$ cat config.mk
export PLATFORM = sky130hd
export DESIGN_NAME = desc_classifier
export DESIGN_NICKNAME = d
export VERILOG_FILES = /design/src/rtl/desc_classifier_pkg.sv /design/src/rtl/desc_granule_norm.sv /design/src/rtl/desc_kind_decode.sv /design/src/rtl/desc_offset_width.sv /design/src/rtl/desc_addr_former.sv /design/src/rtl/desc_classifier.sv
export SDC_FILE = /design/constraint.sdc
export NUM_CORES = 1
export LEC_CHECK = 0
export ABC_AREA = 1
export BUFFER_PORTS_ARGS = -buffer_cell sky130_fd_sc_hd__buf_4
export CAP_MARGIN = 20
export CORE_AREA = 2 2 108 110
export DETAILED_ROUTE_END_ITERATION = 8
export DIE_AREA = 0 0 110 112
export GPL_ROUTABILITY_DRIVEN = 0
export PLACE_DENSITY_LB_ADDON = 0.1
export SKIP_CTS_REPAIR_TIMING = 1
export SYNTH_ARGS = -nofsm -noshare
export SYNTH_HDL_FRONTEND = slang
export SYNTH_SLANG_ARGS = --single-unit
$ cat constraint.sdc
create_clock -name clk -period 1.2 [get_ports clk]
set_input_delay 0.06 -clock clk [delete_from_list [all_inputs] [get_ports clk]]
set_output_delay 0.06 -clock clk [all_outputs]
set_load 0.005 [all_outputs]
$ cat src/rtl/desc_classifier_pkg.sv
package desc_classifier_pkg;

    typedef enum logic [1:0] {
        KIND_INVALID = 2'd0,
        KIND_TABLE   = 2'd1,
        KIND_BLOCK   = 2'd2,
        KIND_PAGE    = 2'd3
    } kind_e;

    typedef enum logic [1:0] {
        GR_4K  = 2'd0,
        GR_16K = 2'd1,
        GR_64K = 2'd2
    } gran_e;

    localparam int OFS_W = 5;

    // Offset widths as log2 values
    localparam logic [OFS_W-1:0] LOG2_4K        = 5'd12;
    localparam logic [OFS_W-1:0] LOG2_16K       = 5'd14;
    localparam logic [OFS_W-1:0] LOG2_64K       = 5'd16;
    localparam logic [OFS_W-1:0] BLK_4K_LVL1    = 5'd30;
    localparam logic [OFS_W-1:0] BLK_4K_LVL2    = 5'd21;
    localparam logic [OFS_W-1:0] BLK_16K        = 5'd25;
    localparam logic [OFS_W-1:0] BLK_64K        = 5'd29;

endpackage

$ cat src/rtl/desc_granule_norm.sv
module desc_granule_norm
    import desc_classifier_pkg::*;
#(
    parameter int G_W = 5
) (
    input  logic [G_W-1:0]   gran_log2,
    output gran_e            gran,
    output logic [OFS_W-1:0] gran_bits
);
    always_comb begin
        unique case (gran_log2)
            G_W'(14): begin
                gran      = GR_16K;
                gran_bits = LOG2_16K;
            end
            G_W'(16): begin
                gran      = GR_64K;
                gran_bits = LOG2_64K;
            end
            default: begin
                gran      = GR_4K;
                gran_bits = LOG2_4K;
            end
        endcase
    end
endmodule

$ cat src/rtl/desc_kind_decode.sv
module desc_kind_decode
    import desc_classifier_pkg::*;
#(
    parameter int LVL_W = 2
) (
    input  logic [1:0]       low_bits,
    input  logic [LVL_W-1:0] level,
    input  gran_e            gran,
    output kind_e            kind
);
    localparam logic [LVL_W-1:0] LAST_LVL = LVL_W'(3);

    logic block_ok;

    always_comb begin
        if (gran == GR_4K) begin
            block_ok = (level == LVL_W'(1)) || (level == LVL_W'(2));
        end else begin
            block_ok = (level == LVL_W'(2));
        end

        unique case (low_bits)
            2'b01:   kind = block_ok ? KIND_BLOCK : KIND_INVALID;
            2'b11:   kind = (level == LAST_LVL) ? KIND_PAGE : KIND_TABLE;
            default: kind = KIND_INVALID;
        endcase
    end
endmodule

$ cat src/rtl/desc_offset_width.sv
module desc_offset_width
    import desc_classifier_pkg::*;
#(
    parameter int LVL_W = 2
) (
    input  kind_e            kind,
    input  logic [LVL_W-1:0] level,
    input  gran_e            gran,
    input  logic [OFS_W-1:0] gran_bits,
    output logic [OFS_W-1:0] ofs_w
);
    logic [OFS_W-1:0] blk_w;

    always_comb begin
        unique case (gran)
            GR_16K:  blk_w = BLK_16K;
            GR_64K:  blk_w = BLK_64K;
            default: blk_w = (level == LVL_W'(1)) ? BLK_4K_LVL1 : BLK_4K_LVL2;
        endcase

        unique case (kind)
            KIND_BLOCK: ofs_w = blk_w;
            KIND_PAGE:  ofs_w = gran_bits;
            default:    ofs_w = '0;
        endcase
    end
endmodule

$ cat src/rtl/desc_addr_former.sv
module desc_addr_former
    import desc_classifier_pkg::*;
#(
    parameter int PA_W = 48
) (
    input  kind_e            kind,
    input  logic [PA_W-1:0]  desc_addr,
    input  logic [PA_W-1:0]  vaddr,
    input  logic [OFS_W-1:0] ofs_w,
    input  logic [OFS_W-1:0] gran_bits,
    output logic [PA_W-1:0]  pa,
    output logic [PA_W-1:0]  next_base
);
    logic [PA_W-1:0] ofs_mask;
    logic [PA_W-1:0] gran_mask;

    // One comparator per bit position, so the mask costs no shifter
    for (genvar i = 0; i < PA_W; i++) begin : g_mask
        assign ofs_mask[i]  = (i < int'(ofs_w));
        assign gran_mask[i] = (i < int'(gran_bits));
    end

    always_comb begin
        pa        = '0;
        next_base = '0;
        unique case (kind)
            KIND_BLOCK, KIND_PAGE: pa = (desc_addr & ~ofs_mask) | (vaddr & ofs_mask);
            KIND_TABLE:            next_base = desc_addr & ~gran_mask;
            default: ;
        endcase
    end
endmodule

$ cat src/rtl/desc_classifier.sv
module desc_classifier
    import desc_classifier_pkg::*;
#(
    parameter int DESC_W = 64,
    parameter int PA_W   = 48,
    parameter int LVL_W  = 2,
    parameter int G_W    = 5
) (
    input  logic              clk,
    input  logic              rst_n,
    input  logic              in_valid,
    input  logic [DESC_W-1:0] in_desc,
    input  logic [LVL_W-1:0]  in_level,
    input  logic [G_W-1:0]    in_gran_log2,
    input  logic [PA_W-1:0]   in_vaddr,
    output logic              out_valid,
    output logic [1:0]        out_kind,
    output logic [OFS_W-1:0]  out_ofs_w,
    output logic [PA_W-1:0]   out_pa,
    output logic [PA_W-1:0]   out_next_base
);
    typedef struct packed {
        logic              vld;
        kind_e             kind;
        logic [OFS_W-1:0]  ofs_w;
        logic [PA_W-1:0]   pa;
        logic [PA_W-1:0]   base;
    } res_t;

    gran_e            gran;
    logic [OFS_W-1:0] gran_bits;
    kind_e            kind;
    logic [OFS_W-1:0] ofs_w;
    logic [PA_W-1:0]  pa;
    logic [PA_W-1:0]  base;

    res_t res_d, res_q;

    desc_granule_norm #(.G_W(G_W)) u_gran (
        .gran_log2 (in_gran_log2),
        .gran      (gran),
        .gran_bits (gran_bits)
    );

    desc_kind_decode #(.LVL_W(LVL_W)) u_kind (
        .low_bits (in_desc[1:0]),
        .level    (in_level),
        .gran     (gran),
        .kind     (kind)
    );

    desc_offset_width #(.LVL_W(LVL_W)) u_ofs (
        .kind      (kind),
        .level     (in_level),
        .gran      (gran),
        .gran_bits (gran_bits),
        .ofs_w     (ofs_w)
    );

    desc_addr_former #(.PA_W(PA_W)) u_addr (
        .kind      (kind),
        .desc_addr (in_desc[PA_W-1:0]),
        .vaddr     (in_vaddr),
        .ofs_w     (ofs_w),
        .gran_bits (gran_bits),
        .pa        (pa),
        .next_base (base)
    );

    always_comb begin
        res_d     = res_q;
        res_d.vld = in_valid;
        if (in_valid) begin
            res_d.kind  = kind;
            res_d.ofs_w = ofs_w;
            res_d.pa    = pa;
            res_d.base  = base;
        end
    end

    always_ff @(posedge clk) begin
        if (!rst_n) begin
            res_q <= '0;
        end else begin
            res_q <= res_d;
        end
    end

    assign out_valid     = res_q.vld;
    assign out_kind      = res_q.kind;
    assign out_ofs_w     = res_q.ofs_w;
    assign out_pa        = res_q.pa;
    assign out_next_base = res_q.base;
endmodule

=== Yosys cells after proc, flatten, opt, wreduce, memory -nomap -nowiden ===
Index checks and enable logic that the tools add are counted.

* Memories kept: 0
* Bits in latches: 0
* Bits in read-only memories: 0
* Word-level logic and storage cells: 99
* Flip-flop bits (word level): 104
* Output and inout bits: 104
* Memory bits (writable): 0

* Multiply operators: 0
* Equality and inequality tests: 12
* Order comparisons: 62
* Div/mod/pow operators: 0
* Bitwise gates (word level): 6
* Add/sub/neg operators: 0
* Multiplexer cells: 11
* Reductions and logical operators: 3
* Shift-type cells: 0

{| class="wikitable"
|+ Operator list
! operator !! number
|-
| $lt A5 B5 Y1 const A || 30
|-
| $and A48 B48 Y48 || 2
|-
| $mux W48 || 2
|-
| $not A31 Y48 || 2
|-
| $lt A4 B5 Y1 const A || 16
|-
| $and A48 B31 Y48 || 1
|-
| $or A48 B48 Y48 || 1
|-
| $lt A3 B5 Y1 const A || 8
|-
| $pmux W5 S2 || 3
|-
| $lt A1 B5 Y1 const A || 4
|-
| $lt A2 B5 Y1 const A || 4
|-
| $eq A2 B2 Y1 const B || 6
|-
| $eq A2 B1 Y1 const B || 4
|-
| $pmux W2 S2 || 2
|-
| $eq A5 B4 Y1 const B || 1
|-
| $eq A5 B5 Y1 const B || 1
|-
| $mux W2 || 2
|-
| $mux W4 || 1
|-
| $logic_not A2 Y1 || 1
|-
| $reduce_or A2 Y1 || 1
|-
| $logic_or A1 B1 Y1 || 1
|-
| $mux W1 || 1
|}

=== Longest topological paths before layout ===
Gate-level depths: netlist of the first run.

* Depth in word-level cells: 13
* Gate-level depth with buffers: 13
* Gate-level depth less buffers: 12

=== By module ===
A second synthesis of the first run with hierarchy kept.

* Cells, all modules: 1040
* Area total of the unflattened synthesis: 6020.8 µm²

{| class="wikitable"
|+ Modules (own cells, without submodules)
! module !! instances !! cells an instance !! area each (µm²)
|-
| desc_classifier || 1 || 656 || 4266.6
|-
| desc_addr_former || 1 || 329 || 1490.2
|-
| desc_offset_width || 1 || 23 || 105.1
|-
| desc_granule_norm || 1 || 17 || 83.8
|-
| desc_kind_decode || 1 || 15 || 75.1
|}

=== Worst setup path before layout of the first run ===
No wires, ideal clock.

* Path kind: input to register
* Start point: input in_level[0]
* End point: register res_q (netlist bit out_pa[25])
* Arrival time: 1140 ps
* Path buffers: 1
* Path slack: -53 ps
* Stages on the path: 11
* Cells stage by stage: inv_1 ha_1 inv_1 nand3_1 nand2_2 nand2_4 nor2_4 buf_6 nand3_1 nand3_1 nand2_1

* Word-level cells in the longest chain between the ends: 12
* Elaborated cells on any way between the ends: 20
* Those cells by class: 1 x order compare; 5 x eq/ne; 8 x mux; 4 x bitwise; 2 x reduce/logical

{| class="wikitable"
|+ Ends and longest elaborated chain
! item !! line !! RTL
|-
| start: declaration || desc_classifier.sv:13 || <nowiki>input logic [LVL_W-1:0] in_level,</nowiki>
|-
| $eq A2 B1 Y1 or $eq A2 B2 Y1 (tied branches) || desc_kind_decode.sv:17, desc_offset_width.sv:18, desc_kind_decode.sv:19 ||
|-
| $logic_or A1 B1 Y1 || desc_kind_decode.sv:17 || <nowiki>block_ok = (level == LVL_W'(1)) || (level == LVL_W'(2));</nowiki>
|-
| $mux W1 || desc_kind_decode.sv:16 || <nowiki>if (gran == GR_4K) begin</nowiki>
|-
| $mux W2 || desc_kind_decode.sv:23 || <nowiki>2'b01: kind = block_ok ? KIND_BLOCK : KIND_INVALID;</nowiki>
|-
| $pmux W2 S2 || desc_kind_decode.sv:22 || <nowiki>unique case (low_bits)</nowiki>
|-
| $eq A2 B2 Y1 || desc_offset_width.sv:21, desc_addr_former.sv:26 ||
|-
| $pmux W5 S2 || desc_offset_width.sv:21 || <nowiki>unique case (kind)</nowiki>
|-
| $lt A5 B5 Y1 || desc_addr_former.sv:19 || <nowiki>assign ofs_mask[i] = (i < int'(ofs_w));</nowiki>
|-
| $not A31 Y48 || desc_addr_former.sv:27 || <nowiki>KIND_BLOCK, KIND_PAGE: pa = (desc_addr & ~ofs_mask) | (vaddr & ofs_mask);</nowiki>
|-
| $and A48 B48 Y48 || desc_addr_former.sv:27 ||
|-
| $or A48 B48 Y48 || desc_addr_former.sv:27 ||
|-
| $mux W48 (*) || desc_addr_former.sv:26 || <nowiki>unique case (kind)</nowiki>
|-
| end signal: assignment || desc_classifier.sv:85 || <nowiki>res_q <= res_d;</nowiki>
|-
| end: declaration || desc_classifier.sv:37 || <nowiki>res_t res_d, res_q;</nowiki>
|}

Mark *: on every way between the ends. The rest lies on a longest branch, timed or not.
A chain may end at the register's enable or synchronous reset.

=== Final worst setup path of the first run ===
* Start point: input in_gran_log2[1]
* End point: register res_q (netlist bit out_pa[19])

* Word-level cells in the longest chain between the ends: 13
* Elaborated cells on any way between the ends: 21
* Those cells by class: 1 x order compare; 6 x eq/ne; 8 x mux; 4 x bitwise; 2 x reduce/logical

{| class="wikitable"
|+ Ends and longest elaborated chain
! item !! line !! RTL
|-
| start: declaration || desc_classifier.sv:14 || <nowiki>input logic [G_W-1:0] in_gran_log2,</nowiki>
|-
| $eq A5 B5 Y1 or $eq A5 B4 Y1 (tied branches) || desc_granule_norm.sv:11 || <nowiki>unique case (gran_log2)</nowiki>
|-
| $pmux W2 S2 || desc_granule_norm.sv:11 ||
|-
| $logic_not A2 Y1 || desc_kind_decode.sv:16 ||
|-
| $mux W1 || desc_kind_decode.sv:16 ||
|-
| $mux W2 || desc_kind_decode.sv:23 ||
|-
| $pmux W2 S2 || desc_kind_decode.sv:22 ||
|-
| $eq A2 B2 Y1 || desc_offset_width.sv:21, desc_addr_former.sv:26 ||
|-
| $pmux W5 S2 || desc_offset_width.sv:21 ||
|-
| $lt A5 B5 Y1 || desc_addr_former.sv:19 ||
|-
| $not A31 Y48 || desc_addr_former.sv:27 ||
|-
| $and A48 B48 Y48 || desc_addr_former.sv:27 ||
|-
| $or A48 B48 Y48 || desc_addr_former.sv:27 ||
|-
| $mux W48 (*) || desc_addr_former.sv:26 ||
|}

Marked as above.

==> results of run 1 <==
-- critical path, stage by stage --
cell,delay [ns]
buf_4,0.12
nor2_2,0.14
nand3_4,0.11
nand2_4,0.10
nand2_2,0.05
nand2_2,0.10
nand2_4,0.09
buf_12,0.14
or2_2,0.26
o211ai_1,0.09
nand2_1,0.07
-- cells in the mapped netlist --
cell type | n | area, um2
inv_6 | 1 | 8.76
nand2_4 | 4 | 45.0
nand4_1 | 3 | 18.8
nor2_1 | 28 | 105
o31ai_1 | 2 | 15.0
clkinv_1 | 1 | 3.75
o41ai_1 | 2 | 17.5
buf_12 | 1 | 20.0
nand2_1 | 160 | 601
dfxtp_1 | 104 | 2080
nor2_2 | 2 | 12.5
o211ai_1 | 6 | 45.0
or2_2 | 1 | 6.26
nand3_2 | 7 | 70.1
nand2_2 | 3 | 18.8
a31oi_1 | 2 | 12.5
buf_1 | 5 | 18.8
buf_6 | 4 | 45.0
nor2_4 | 1 | 11.3
o21ai_0 | 23 | 115
clkbuf_1 | 10 | 37.5
a22o_1 | 1 | 8.76
ha_1 | 3 | 37.5
nand3_1 | 16 | 80.1
a32o_1 | 25 | 250
inv_1 | 43 | 161
buf_2 | 2 | 10.0
-- power by group --
group          internal (uW)  total, uW  switching, uW
sequential              3530       3570           41.9
clock                   2110       3350           1250
combinational            490        876            386
-- stage by stage --
stage / utilization / setup slack [ns]
finish: 0.574 / 0.103
floorplan: - / 0.000765
global route: 0.574 / 0.00302
detailed placement: 0.506 / -0.290
CTS: 0.537 / 0.0621
global placement: 0.506 / -0.248
-- path summary, 6_finish.rpt --
check                    startpoint  depth (start not counted)  slack (ns)           endpoint
hold / removal          in_desc[30]                          3      -0.008         out_pa[30]
hold reg to reg    out_next_base[0]                          2        0.43   out_next_base[0]
setup / recovery    in_gran_log2[1]                         11        0.10         out_pa[19]
setup reg to reg  out_next_base[20]                          1        0.53  out_next_base[20]
-- cells in the final DEF, fill, tap and decap left out, drive strengths merged, types with 12 or more instances in the layout --
master | synthesis | final
dfxtp | 104 | 104
nor2 | 31 | 31
dlygate4sd3 | 0 | 40
inv | 44 | 45
a32o | 25 | 25
nand2 | 167 | 167
clkbuf | 10 | 12
nand3 | 23 | 23
o21ai | 23 | 23
buf | 12 | 213
-- routing by layer --
layer | wire [um] | up-vias | share of wire
met5 | 0 | - | 0
met4 | 153 | 0 | 0.013
met3 | 928 | 14 | 0.078
met2 | 5630 | 123 | 0.47
met1 | 5210 | 1775 | 0.44
li1 | - | 1972 | -
-- registers in the layout, summed over array words and instances, names as in the netlist --
register and flops:
out_ofs_w 5, out_kind 2, out_next_base 48, out_valid 1, out_pa 48
-- cell type report --
cell class              count  area share
clock buffers              12      0.0384
clock inverters             4      0.0154
inverters                  45      0.0271
multi-input cells         289       0.236
flip-flops and latches    104       0.324
well taps                 143      0.0279
repair buffers            253       0.331
-- logic make-up after synthesis --
group	count (synthesis)	synth area share
buf+inv	67	0.0791
compound gates	61	0.120
fa+ha+maj	3	0.00973
flops	104	0.540
simple gates	225	0.251
==> metrics.csv, run 1 <==
metric,value,unit
status,finished with violations,
failing checks,negative hold slack,
final setup violating endpoints,0,
Max-slew headroom,0.805,
final layout net count,827,
DRC errors left,0,
cell area after layout,6420,um2
WS Path Type,in2reg,
n_diodes,0,
fraction of layout instances using a drive strength above 1,0.356,
reported leakage power,0.00319,uW
power density over cell area,1220,nW/um2
mean routed wirelength per cell,14.0,um
mean post-synth cell area,8.39,um2
master cell of the clock root buffer,clkbuf_16,
source-to-sink clock delay at the later pin of the worst-skew pair,0.34,ns
global-route wire length before repair,17.6,mm
post-layout minimum cycle time,1.10,ns
overall die area,12300,um2
Cell Count Post-Placement,794,
CTS H-tree depth,3,
synthesized netlist cell count,460,
count of input and output buffers,181,
Achievable Freq,912,MHz
sequential cell area,2080,um2
remaining global-route overflow,0,
global-route usage over all layers,0.185,
HPWL after detailed placement,8.63,mm
multi-input combinational cell area,1510,um2
CP Data Arrival Time,1.33,ns
post-layout instance count excluding filler cells,850,
endpoint kind of the worst setup timing path,flop,
die height,112,um
Max Root-Sink Buffers,2,
pin count of the biggest net entering global routing,51,
hold violation total from the final report,4,
setup repair after global routing missed its margin,false,
clock tree from TritonCTS,yes,
count of different cell masters after synthesis,27,
first-pass iteration count of the detailed router,4,
count of clock tree sinks,104,
net count after synthesis,585,
number of filler instances in the final layout,1005,
post-synthesis sequential area ratio,0.540,
standard-cell rows,39,
GR Layer Usage met3,0.0556,
Hold WS,-0.00795,ns
count of final max-slew check failures,0,
final worst clock skew,0,ns
largest vdd supply drop,634,uV
post-detailed-routing wire length,11.9,mm
number of global-route vias before repair,3569,
worst hold path type,in2reg,
number of design-rule violations left by the first detailed-router iteration,179,
Vias/cell,4.57,
initial antenna violation count,0,
vias after detailed routing,3884,
I/O pins,226,
cell area after synthesis,3860,um2
overall die width,110,um
number of antenna-violating nets in the routed design,0,
met2 global-route usage,0.291,
"Data required, critical path",1.43,ns
flop and latch count out of synthesis,104,
post-route fraction of the period consumed by the critical path,0.914,
total CTS buffers,9,
maximum fanout count along the critical path,7,
Final Power,7800,uW
Area growth syn-to-layout,66.3,%
max cap viols,0,
core outline area,11200,um2
most crowded layer after global routing,met2,
cell area reported after detailed placement,5660,um2
starting utilization of the core area,0.345,
Worst Tran Pin Value,0.292,ns
GR Util met1,0.237,
critical path startpoint category,primary input,
total negative setup slack,0,ns
number of synthesis warnings,0,
clock slew seen by the registers of the worst setup and hold paths,0.07,ns
(Power assumes the default switching activity.)
==> run 2: changes to the inputs <==
--- a/config.mk
+++ b/config.mk
@@ -12,7 +12,7 @@
 export DETAILED_ROUTE_END_ITERATION = 8
 export DIE_AREA = 0 0 110 112
 export GPL_ROUTABILITY_DRIVEN = 0
-export PLACE_DENSITY_LB_ADDON = 0.1
+export PLACE_DENSITY = 0.74
 export SKIP_CTS_REPAIR_TIMING = 1
 export SYNTH_ARGS = -nofsm -noshare
 export SYNTH_HDL_FRONTEND = slang
==> run 2 against run 1 <==
Compared with the run above: sequential power is essentially flat; highest routed layer unchanged; global-route usage grew 0.25 points; critical path depth is the same; critical endpoint unchanged; core utilization shrank 0.68 points; the flow still finishes with violations (negative hold slack); setup slack is essentially flat; worst hold slack gained 0.0074 ns.
==> metrics.csv, run 2 (synthesis gave the netlist of run 1 again) <==
metric,value,unit
status,finished with violations,
failing checks,negative hold slack,
Area growth syn-to-layout,64.4,%
maximum fanout count along the critical path,8,
Cell Count Post-Placement,796,
DRC errors left,0,
post-route fraction of the period consumed by the critical path,0.914,
CTS H-tree depth,3,
setup repair after global routing missed its margin,false,
WS Path Type,in2reg,
instance count along the most critical hold path,3,
count of final max-slew check failures,0,
CP Cell Sequence,buf_4 > inv_2 > ha_4 > inv_1 > nand3_1 > nand2_2 > nand2_4 > buf_12 > or2_2 > o211ai_1 > nand2_1,
post-layout minimum cycle time,1.10,ns
number of design-rule violations left by the first detailed-router iteration,237,
HPWL after detailed placement,8.97,mm
standard-cell rows,39,
core outline area,11200,um2
Critical-path top delay cell,or2_2,
Worst Hold Endpoint,out_next_base[30],
final worst clock skew,0,ns
worst flop-to-flop path endpoint,out_next_base[20],
starting utilization of the core area,0.345,
total CTS buffers,9,
"Data required, critical path",1.43,ns
largest vdd supply drop,633,uV
initial antenna violation count,0,
count of clock tree sinks,104,
hold violation total from the final report,1,
vias after detailed routing,4073,
clock tree from TritonCTS,yes,
number of global-route vias before repair,3752,
Max Root-Sink Buffers,2,
remaining global-route overflow,0,
source-to-sink clock delay at the later pin of the worst-skew pair,0.34,ns
number of antenna-violating nets in the routed design,0,
I/O pins,226,
global-route wire length before repair,17.9,mm
worst hold path type,in2reg,
FF-to-FF path depth,1,
die height,112,um
final layout net count,828,
most frequent cells in the layout,"buf_4, nand2_1, dfxtp_1, inv_1, dlygate4sd3_1",
fraction of layout instances using a drive strength above 1,0.363,
Achievable Freq,912,MHz
final setup violating endpoints,0,
cell area after layout,6340,um2
overall die area,12300,um2
reported leakage power,0.00317,uW
n_diodes,0,
post-detailed-routing wire length,12.6,mm
Worst Hold Launch,in_desc[30],
critical path startpoint category,primary input,
power density over cell area,1150,nW/um2
cell area reported after detailed placement,5650,um2
"leading cell type in the layout, fill and taps excluded",buf_4,
Vias/cell,4.79,
post-layout instance count excluding filler cells,851,
global-route usage over all layers,0.187,
mean routed wirelength per cell,14.8,um
Worst Tran Pin Value,0.322,ns
first-pass iteration count of the detailed router,4,
endpoint kind of the worst setup timing path,flop,
Final Power,7320,uW
Hold WS,-0.000549,ns
CP max stage delay,0.26,ns
master cell of the clock root buffer,clkbuf_16,
setup slack of the worst register-to-register path,0.54,ns
CP startpoint,in_level[0],
Max-slew headroom,0.782,
CP Data Arrival Time,1.33,ns
count of input and output buffers,181,
max cap viols,0,
startpoint of the worst-slack reg-to-reg timing path,out_next_base[20],
clock slew seen by the registers of the worst setup and hold paths,0.07,ns
total negative setup slack,0,ns
overall die width,110,um
pin count of the biggest net entering global routing,46,
[run 2: metal layers]
layer | GRT usage | up-vias | part of all wire
li1 | - | 1968 | -
met1 | 0.228 | 1897 | 0.39
met2 | 0.308 | 166 | 0.49
met3 | 0.0427 | 42 | 0.074
met4 | 0.0895 | 0 | 0.043
met5 | 0 | - | 0
[run 2: layout make-up]
cell class | instances | area (um2)
Multi-Input combinational cell | 289 | 1510
Sequential cell | 104 | 2080
Clock inverter | 4 | 27.5
Tap cell | 143 | 179
Fill cell | 991 | 4830
Inverter | 45 | 174
Clock buffer | 12 | 267
Timing Repair Buffer | 254 | 2100
[run 2: worst max path at each step]
stage	endpoint	slack, ns	depth (start not counted)
after floorplan	out_pa[21]	0.0008	11
after global placement	out_pa[14]	-0.24	13
after detailed placement	out_pa[14]	-0.29	13
after CTS	out_pa[14]	0.07	13
after global routing	out_pa[3]	0.01	13
final	out_pa[19]	0.10	11
[run 2: power by group]
part,switching (uW),internal (uW)
Clock,1290,1580
Combinational,393,493
Sequential,42.4,3530
Total,1720,5600
[run 2: stage by stage]
stage	util	setup slack, ns
3_5_place_dp	0.506	-0.294
6_report	0.567	0.103
4_1_cts	0.532	0.0717
5_1_grt	0.567	0.0118
3_3_place_gp	0.506	-0.242
2_1_floorplan	-	0.000765
[run 2: critical path: cells and delay by family]
family                     cells  cell delay (ns)
and+or+nand+nor                5             0.62
AOI/OAI and AO/OA              1             0.09
adders and majority gates      1             0.18
buffers and inverters          4             0.37
==> run 3: changes to the inputs <==
--- a/config.mk
+++ b/config.mk
@@ -13,6 +13,7 @@
 export DIE_AREA = 0 0 110 112
 export GPL_ROUTABILITY_DRIVEN = 0
 export PLACE_DENSITY = 0.74
+export REMOVE_ABC_BUFFERS = 1
 export SKIP_CTS_REPAIR_TIMING = 1
 export SYNTH_ARGS = -nofsm -noshare
 export SYNTH_HDL_FRONTEND = slang
==> run 3 against run 2 <==
Compared with the run above: the run still ends with negative hold slack left; final area is 1.6% higher; die area stayed put; critical endpoint is now out_pa[27]; highest routed layer unchanged; clock power up 2%; core utilization increased by 0.90 points; largest power group unchanged.
==> metrics.csv, run 3 (synthesis gave the netlist of run 1 again) <==
metric,value,unit
hold violation total from the final report,1,
maximum fanout count along the critical path,7,
cell type with the highest occurrence count on the critical path,nand3_2,
starting utilization of the core area,0.345,
total negative setup slack,0,ns
Max Root-Sink Buffers,2,
vias after detailed routing,4036,
global-route usage over all layers,0.188,
count of input and output buffers,181,
worst setup slack after placement,-0.335,ns
initial antenna violation count,0,
largest vdd supply drop,671,uV
Worst Tran Pin Value,0.454,ns
post-detailed-routing wire length,12.2,mm
core outline area,11200,um2
final layout net count,833,
failing checks,negative hold slack,
remaining global-route overflow,0,
n_diodes,0,
Achievable Freq,891,MHz
reported leakage power,0.00321,uW
clock network fraction of design power,0.396,
worst hold path type,in2reg,
master cell of the clock root buffer,clkbuf_16,
power dissipated by switching net loads,1670,uW
source-to-sink clock delay at the later pin of the worst-skew pair,0.34,ns
Max-slew headroom,0.696,
design internal power,5760,uW
overall die width,110,um
most frequent cells in the layout,"buf_4, nand2_1, dfxtp_1, inv_1, dlygate4sd3_1",
Vias/cell,4.71,
cell area reported after detailed placement,5640,um2
overall die area,12300,um2
DRC errors left,0,
total CTS buffers,9,
max cap viols,0,
first-pass iteration count of the detailed router,4,
count of clock tree sinks,104,
standard-cell rows,39,
clock slew seen by the registers of the worst setup and hold paths,0.07,ns
Critical-path top delay cell,nor2_4,
mean routed wirelength per cell,14.3,um
number of design-rule violations left by the first detailed-router iteration,195,
critical path startpoint category,primary input,
status,finished with violations,
count of final max-slew check failures,0,
sequential group share of total power,0.480,
switching part of the total,0.225,
clock tree from TritonCTS,yes,
GR Util met1,0.227,
pin count of the biggest net entering global routing,37,
CTS H-tree depth,3,
cell area after layout,6440,um2
fraction of layout instances using a drive strength above 1,0.372,
number of global-route vias before repair,3778,
endpoint kind of the worst setup timing path,flop,
Hold WS,-0.00435,ns
power density over cell area,1150,nW/um2
Area growth syn-to-layout,66.9,%
post-route fraction of the period consumed by the critical path,0.935,
CP max stage delay,0.24,ns
HPWL after detailed placement,8.88,mm
post-layout minimum cycle time,1.12,ns
final worst clock skew,0,ns
global-route wire length before repair,18.0,mm
CP Data Arrival Time,1.36,ns
"Data required, critical path",1.44,ns
die height,112,um
"leading cell type in the layout, fill and taps excluded",buf_4,
CP Cell Sequence,buf_4 > inv_2 > ha_4 > inv_1 > nand3_2 > nand2_4 > nand2_8 > nor2_4 > buf_6 > nand3_1 > nand3_2 > nand2_1,
final setup violating endpoints,0,
I/O pins,226,
sequential cell area,2080,um2
met2 global-route usage,0.316,
relative contribution of combinational cells to total power,0.124,
post-route worst setup slack,0.0777,ns
number of filler instances in the final layout,955,
multi-input combinational cell area,1570,um2
most crowded layer after global routing,met2,
WS Path Type,in2reg,
GR Layer Usage met3,0.0597,
number of antenna-violating nets in the routed design,0,
run 3: changes by cell type in the layout (fill, tap and decap cells not counted), sizes merged:
cell	before	now
clkbuf	12	13
clkinv	5	3
bufinv	0	1
buf	215	221
dlygate4sd3	39	38
run 3: worst paths after layout:
kind / from / end / slack (ns) / depth (start not counted)
setup / recovery: in_level[0] / out_pa[27] / 0.08 / 12
hold / removal: in_desc[38] / out_next_base[38] / -0.004 / 3
setup reg to reg: out_ofs_w[3] / out_ofs_w[3] / 0.53 / 2
hold reg to reg: out_next_base[4] / out_next_base[4] / 0.43 / 2
run 3: final cells by class:
type	instances	share of cell area
timing repair buffer	259	0.332
sequential	104	0.323
multi-input combinational	289	0.243
clock buffer	13	0.0404
tap	143	0.0278
inverter	45	0.0270
clock inverter	3	0.00622
run 3: layer usage:
| layer | up-vias | wire (um) |
|---|---|---|
| li1 | 1983 | - |
| met1 | 1884 | 5100 |
| met2 | 149 | 6020 |
| met3 | 20 | 920 |
| met4 | 0 | 205 |
| met5 | - | 0 |
run 3: through the flow:
stage               hold WS [ns]  power, uW  utilization  std cells
global route           0.0000432       7720        0.576        856
CTS                       -0.109       7380        0.531        815
detailed placement         0.255       4420        0.504        799
global placement           0.251       4400        0.504        799
finish                  -0.00435       7430        0.576        856
floorplan                  0.132       3870            -        438
run 3: critical path, delay by kind of cell:
family        cells  cell delay (ns)
buf+inv           4             0.37
simple gates      7             0.75
fa+ha+maj         1             0.19
run 3: power by group through the flow:
stage / logic [uW] / registers [uW] / clock network, uW
after floorplan: 222 / 3650 / 0
after global placement: 759 / 3640 / 0
after detailed placement: 777 / 3650 / 0
after CTS: 779 / 3570 / 3030
after global routing: 996 / 3570 / 3150
final: 921 / 3570 / 2940
